### config.mk
export PLATFORM = sky130hd
export DESIGN_NAME = lpm_ctrl
export DESIGN_NICKNAME = d
export VERILOG_FILES = /design/src/rtl/lpm_pkg.sv /design/src/rtl/lpm_sync.sv /design/src/rtl/lpm_regs.sv /design/src/rtl/lpm_fsm.sv /design/src/rtl/lpm_ctrl.sv
export SDC_FILE = /design/constraint.sdc
export NUM_CORES = 1
export LEC_CHECK = 0
export BUFFER_PORTS_ARGS = -buffer_cell sky130_fd_sc_hd__buf_2
export CAP_MARGIN = 10
export CORE_MARGIN = 2
export CORE_UTILIZATION = 55
export DETAILED_ROUTE_END_ITERATION = 8
export GPL_ROUTABILITY_DRIVEN = 0
export PLACE_DENSITY_LB_ADDON = 0.3
export SETUP_SLACK_MARGIN = 0.2
export SLEW_MARGIN = 30
export SYNTH_ARGS = -nofsm -noshare
export SYNTH_HDL_FRONTEND = slang
export SYNTH_SLANG_ARGS = --single-unit
### constraint.sdc
create_clock -name clk -period 2.8 [get_ports clk]
set_input_delay 0.14 -clock clk [delete_from_list [all_inputs] [get_ports clk]]
set_output_delay 0.14 -clock clk [all_outputs]
set_load 0.005 [all_outputs]
### src/rtl/lpm_pkg.sv
package lpm_pkg;
  typedef enum logic [1:0] {
    MODE_RUN  = 2'b00,
    MODE_IDLE = 2'b01,
    MODE_DOWN = 2'b10
  } mode_e;

  typedef enum logic [1:0] {
    ST_RUN,
    ST_IDLE,
    ST_DOWN,
    ST_WARM
  } state_e;

  localparam logic [7:0] UNLOCK_KEY    = 8'h55;
  localparam logic       ADDR_CTRL     = 1'b0;
  localparam logic       ADDR_KEY      = 1'b1;
  localparam int         CTRL_IDLE_BIT = 0;
  localparam int         CTRL_DOWN_BIT = 1;
endpackage

### src/rtl/lpm_sync.sv
module lpm_sync #(
  parameter int STAGES = 2
) (
  input  logic clk,
  input  logic rst_n,
  input  logic d,
  output logic q
);
  logic [STAGES-1:0] chain_q;

  always_ff @(posedge clk or negedge rst_n) begin
    if (!rst_n) chain_q <= '0;
    else        chain_q <= {chain_q[STAGES-2:0], d};
  end

  assign q = chain_q[STAGES-1];
endmodule

### src/rtl/lpm_regs.sv
module lpm_regs
  import lpm_pkg::*;
(
  input  logic       clk,
  input  logic       rst_n,
  input  logic       wr_en,
  input  logic       addr,
  input  logic [7:0] wdata,
  input  logic       clr_idle,
  input  logic       clr_all,
  output logic       idle_req,
  output logic       down_req,
  output logic       key_ok,
  output logic [7:0] rdata
);
  logic       idle_q, idle_d;
  logic       down_q, down_d;
  logic [7:0] key_q, key_d;
  logic       upd_en;

  assign upd_en = wr_en | clr_idle | clr_all;

  always_comb begin
    idle_d = idle_q;
    down_d = down_q;
    key_d  = key_q;
    if (wr_en && addr == ADDR_CTRL) begin
      idle_d = wdata[CTRL_IDLE_BIT];
      down_d = wdata[CTRL_DOWN_BIT];
    end
    if (wr_en && addr == ADDR_KEY) key_d = wdata;
    if (clr_idle) begin
      idle_d = 1'b0;
      key_d  = 8'h00;
    end
    if (clr_all) begin
      idle_d = 1'b0;
      down_d = 1'b0;
      key_d  = 8'h00;
    end
  end

  always_ff @(posedge clk or negedge rst_n) begin
    if (!rst_n) begin
      idle_q <= 1'b0;
      down_q <= 1'b0;
      key_q  <= 8'h00;
    end else if (upd_en) begin
      idle_q <= idle_d;
      down_q <= down_d;
      key_q  <= key_d;
    end
  end

  assign idle_req = idle_q;
  assign down_req = down_q;
  assign key_ok   = (key_q == UNLOCK_KEY);
  assign rdata    = (addr == ADDR_KEY) ? key_q : {6'b0, down_q, idle_q};
endmodule

### src/rtl/lpm_fsm.sv
module lpm_fsm
  import lpm_pkg::*;
#(
  parameter int SETTLE_CYC = 64
) (
  input  logic   clk,
  input  logic   rst_n,
  input  logic   idle_req,
  input  logic   down_req,
  input  logic   key_ok,
  input  logic   irq_wake,
  input  logic   wake_sync,
  output state_e state,
  output logic   resume,
  output logic   clr_idle,
  output logic   clr_all
);
  localparam int              CNT_W    = (SETTLE_CYC > 1) ? $clog2(SETTLE_CYC) : 1;
  localparam logic [CNT_W-1:0] CNT_LAST = CNT_W'(SETTLE_CYC - 1);

  state_e           st_q, st_d;
  logic [CNT_W-1:0] cnt_q, cnt_d;
  logic             cnt_en;

  always_comb begin
    st_d     = st_q;
    cnt_d    = cnt_q;
    resume   = 1'b0;
    clr_idle = 1'b0;
    clr_all  = 1'b0;
    case (st_q)
      ST_RUN: begin
        if (key_ok && down_req)      st_d = ST_DOWN;
        else if (key_ok && idle_req) st_d = ST_IDLE;
      end
      ST_IDLE: begin
        if (irq_wake) begin
          st_d     = ST_RUN;
          clr_idle = 1'b1;
        end
      end
      ST_DOWN: begin
        if (wake_sync) begin
          st_d  = ST_WARM;
          cnt_d = '0;
        end
      end
      default: begin
        if (cnt_q == CNT_LAST) begin
          st_d    = ST_RUN;
          resume  = 1'b1;
          clr_all = 1'b1;
        end else begin
          cnt_d = cnt_q + 1'b1;
        end
      end
    endcase
  end

  assign cnt_en = (st_q == ST_WARM) || (st_d == ST_WARM);

  always_ff @(posedge clk or negedge rst_n) begin
    if (!rst_n) st_q <= ST_RUN;
    else        st_q <= st_d;
  end

  always_ff @(posedge clk or negedge rst_n) begin
    if (!rst_n)      cnt_q <= '0;
    else if (cnt_en) cnt_q <= cnt_d;
  end

  assign state = st_q;
endmodule

### src/rtl/lpm_ctrl.sv
module lpm_ctrl
  import lpm_pkg::*;
#(
  parameter int SETTLE_CYC  = 64,
  parameter int SYNC_STAGES = 2
) (
  input  logic       clk,
  input  logic       arst_n,
  input  logic       reg_wr,
  input  logic       reg_addr,
  input  logic [7:0] reg_wdata,
  output logic [7:0] reg_rdata,
  input  logic       irq_wake,
  input  logic       wake_async,
  output logic       cpu_clk_en,
  output logic       per_clk_en,
  output logic       osc_en,
  output logic [1:0] mode,
  output logic       resume
);
  logic   rst_sn;
  logic   wake_sync;
  logic   idle_req, down_req, key_ok;
  logic   clr_idle, clr_all;
  logic   wr_ok;
  state_e state;

  lpm_sync #(.STAGES(SYNC_STAGES)) u_rst_sync (
    .clk(clk), .rst_n(arst_n), .d(1'b1), .q(rst_sn)
  );

  lpm_sync #(.STAGES(SYNC_STAGES)) u_wake_sync (
    .clk(clk), .rst_n(rst_sn), .d(wake_async), .q(wake_sync)
  );

  assign wr_ok = reg_wr && (state == ST_RUN);

  lpm_regs u_regs (
    .clk(clk), .rst_n(rst_sn), .wr_en(wr_ok), .addr(reg_addr),
    .wdata(reg_wdata), .clr_idle(clr_idle), .clr_all(clr_all),
    .idle_req(idle_req), .down_req(down_req), .key_ok(key_ok),
    .rdata(reg_rdata)
  );

  lpm_fsm #(.SETTLE_CYC(SETTLE_CYC)) u_fsm (
    .clk(clk), .rst_n(rst_sn), .idle_req(idle_req), .down_req(down_req),
    .key_ok(key_ok), .irq_wake(irq_wake), .wake_sync(wake_sync),
    .state(state), .resume(resume), .clr_idle(clr_idle), .clr_all(clr_all)
  );

  assign cpu_clk_en = (state == ST_RUN);
  assign per_clk_en = (state == ST_RUN) || (state == ST_IDLE);
  assign osc_en     = (state != ST_DOWN) || wake_async;

  always_comb begin
    case (state)
      ST_RUN:  mode = MODE_RUN;
      ST_IDLE: mode = MODE_IDLE;
      default: mode = MODE_DOWN;
    endcase
  end
endmodule

==> flow_summary.toml <==
[finish]
diodes = 0
areaGrowthSynthToFinish_pct = 18.8
nets = 145
finalInstanceArea_um2 = 1280
multi_input_area_um2 = 500
fill_cells = 156
drive_gt1_share_pct = 32.6
regArea_um2 = 551
instances_no_fill = 156

[sta]
worstMarginPinSlew_ns = 0.781
fin_skew_ns = 0.00313
fin_tns_setup_ns = 0
max-slew-margin-rel_pct = 48.0
maxSlewViolCount = 0
setup_viol = 0
period_share_pct = 67.7
hold_violations = 0
rsz0062_at_grt = "false"
max_freq_mhz = 528
finalCriticalPeriod_ns = 1.89

[floorplanning]
dieArea_um2 = 2330
die_w_um = 48.3
fp-row-count = 16
io-pin-count = 28
core_um2 = 1900
die_y_um = 48.3
start_util_pct = 56.6

[yosys]
synth_top_area_share_pct = 51.1
async_flop_share_pct = 100
ys_warn_count = 0
synth_area_um2 = 1080
ys.flop_type = "dfrtp_1"
ys_ff_latch = 22
synth_cell_types = 38
yosysSeqAreaShare_pct = 51.1
avgSynthCellArea_um2 = 10.8
synth_edf_count = 0
yosysTopAreaCell = "dfrtp_1"
syn-num-nets = 115
synth_cells = 100
synth_area_leaders = "dfrtp_1 (51%), a22o_1 (5.7%), and2_1 (3.5%)"

[routing]
num_vias = 884
via_per_inst = 5.67
drt-initial-drc-count = 13
drc_errors = 0
drt-pass1-iter-count = 4
antenna_left = 0
wl_per_cell_um = 13.4
wirelength_mm = 2.08

[job]
maxCapViolCount = 0

[critical_path]
worstPathRequired_ns = 3.04
worst_path_max_delay_cell = "dfrtp_1"
max_stage_delay_ns = 0.43
rrSetupSlack_ns = 0.91
endpoint_kind = "flop"
setup.worst_path.start_class = "flop"
crit_chain = "ha_1, nand3_1, o21ai_0, a221o_1, or3_1, a21boi_1"
cp.arrival_ns = 2.13
crit_fanout = 6
criticalPathCategory = "reg2reg"

[placement]
place_hpwl_mm = 1.59
placed_cell_area_um2 = 1220
io_buffer_count = 27
place_inst = 150

[grt]
grt_max_degree = 21
antenna_found_initial = 0
met3_usage_pct = 4.81
busiest_layer = "met2"
grt_pass1_wl_mm = 3.32
grt_overflow = 0
grtUsageMet1_pct = 29.9
track_usage_pct = 21.3
grt_pass1_vias = 763
grt_util_met2_pct = 30.5

[clocking]
clockBufferDepth = 2
cts.sinks = 22
cts_resized = 0
cts_tree = "done"
path_clk_slew_ns = 0.11
clock_latency_ns = 0.30
cts_made_buffers = 3
htreeDepth = 1
root_buffer = "clkbuf_4"

[pwr]
seqPwrFrac_pct = 53.7
ir_worst_vdd_mv = 0.503
p_switching_mw = 0.263
swShare_pct = 30.4
p_int_mw = 0.601
p_per_area_nw_per_um2 = 674
clkPwrFrac_pct = 19.9
pwr-share-comb_pct = 26.4
p_leak_nw = 0.628

[hold_path]
hold_path_class = "in2reg"

[run_status]
status = "complete, no violations"
cells in the mapped netlist (2+ instances only):
cell type,number
a22o_1,7
dfrtp_1,22
nand2_1,10
o21ai_0,4
a21oi_1,5
a22o_2,2
and3_1,2
and2_1,6
nand4_1,2
mux2_2,3
nor2_1,2
clkbuf_1,3
nand3_1,5
and4bb_1,2
nand2b_1,2
worst max-delay path, delay by kind of cell (launching register included):
family / cells / cell delay [ns]
simple gates: 2 / 0.46
fa+ha+maj: 1 / 0.28
compound gates: 3 / 0.67
flops: 1 / 0.43
layout make-up:
type / count / area share [%]
clock buffer: 4 / 2.83
inverter: 1 / 0.293
multi-input combinational: 73 / 39.1
sequential: 22 / 43.0
tap: 27 / 2.64
timing repair buffer: 29 / 12.1
sequential cells by signal (all words and copies together), names as in the netlist:
name                 flops
u_regs.down_req          1
u_regs.key_q             8
u_wake_sync.chain_q      2
u_fsm.cnt_q              6
u_fsm.state              2
u_rst_sync.chain_q       2
u_regs.idle_req          1
layout by cell type (no fill, tap or decap), drive strengths merged, types with 2 or more instances in the layout:
cell / Yosys / final
a21oi: 5 / 5
a22o: 9 / 9
and2: 7 / 7
and2b: 2 / 2
and3: 2 / 2
and4bb: 2 / 2
buf: 1 / 27
clkbuf: 3 / 4
dfrtp: 22 / 22
dlygate4sd3: 0 / 2
mux2: 3 / 3
nand2: 10 / 10
nand2b: 3 / 3
nand3: 5 / 5
nand4: 2 / 2
nor2: 3 / 3
o21ai: 4 / 4
per-stage QoR:
step                      worst slack, ns  util [%]  hold slack [ns]  power (mW)
after floorplan                      1.06         -           -0.156       0.613
after global placement              0.997      64.3          -0.0752       0.684
after detailed placement            0.933      64.3          -0.0738       0.696
after CTS                           0.910      67.3           0.0434       0.869
after global routing                0.788      67.3           0.0492       0.927
final                               0.905      67.3           0.0523       0.863
timing repair:
item / CTS / global route
hold buffers: 2 / 0
endpoints found under the setup margin: 0 / 0
buffers inserted: 0 / 0
hold endpoints to repair: 3 / 0
power by group through the flow:
| stage | combinational [mW] | sequential, mW | clock [mW] |
|---|---|---|---|
| 2_1_floorplan | 0.171 | 0.442 | 0 |
| 3_3_place_gp | 0.221 | 0.463 | 0 |
| 3_5_place_dp | 0.226 | 0.469 | 0 |
| 4_1_cts | 0.230 | 0.462 | 0.176 |
| 5_1_grt | 0.262 | 0.479 | 0.187 |
| 6_report | 0.228 | 0.463 | 0.172 |
layer usage:
layer  share of wire (%)  wire length [um]  up-vias
li1                    -                 -      425
met1                  47               984      426
met2                  47               973       29
met3                 4.9               103        4
met4                 1.1                22        0
met5                   0                 0        -
path summary, 6_finish.rpt:
check,from,to,cells past startpoint
setup / recovery,u_fsm.cnt_q[0],u_fsm.cnt_q[3],6
hold / removal,reg_wdata[5],u_regs.key_q[5],2
setup reg to reg,u_fsm.cnt_q[0],u_fsm.cnt_q[3],6
hold reg to reg,u_rst_sync.chain_q[1],u_regs.key_q[4],0
max in group asynchronous,u_rst_sync.chain_q[1],u_fsm.cnt_q[3],0
min in group asynchronous,arst_n,u_rst_sync.chain_q[0],2
cell families after synthesis:
kind of cell / share of synthesized area [%]
and+or+nand+nor: 23.9
AOI/OAI and AO/OA: 17.0
DFF: 51.1
buffers and inverters: 2.44
muxes: 4.06
adders and majority gates: 1.16
other: 0.348
(Power assumes the default switching activity.)
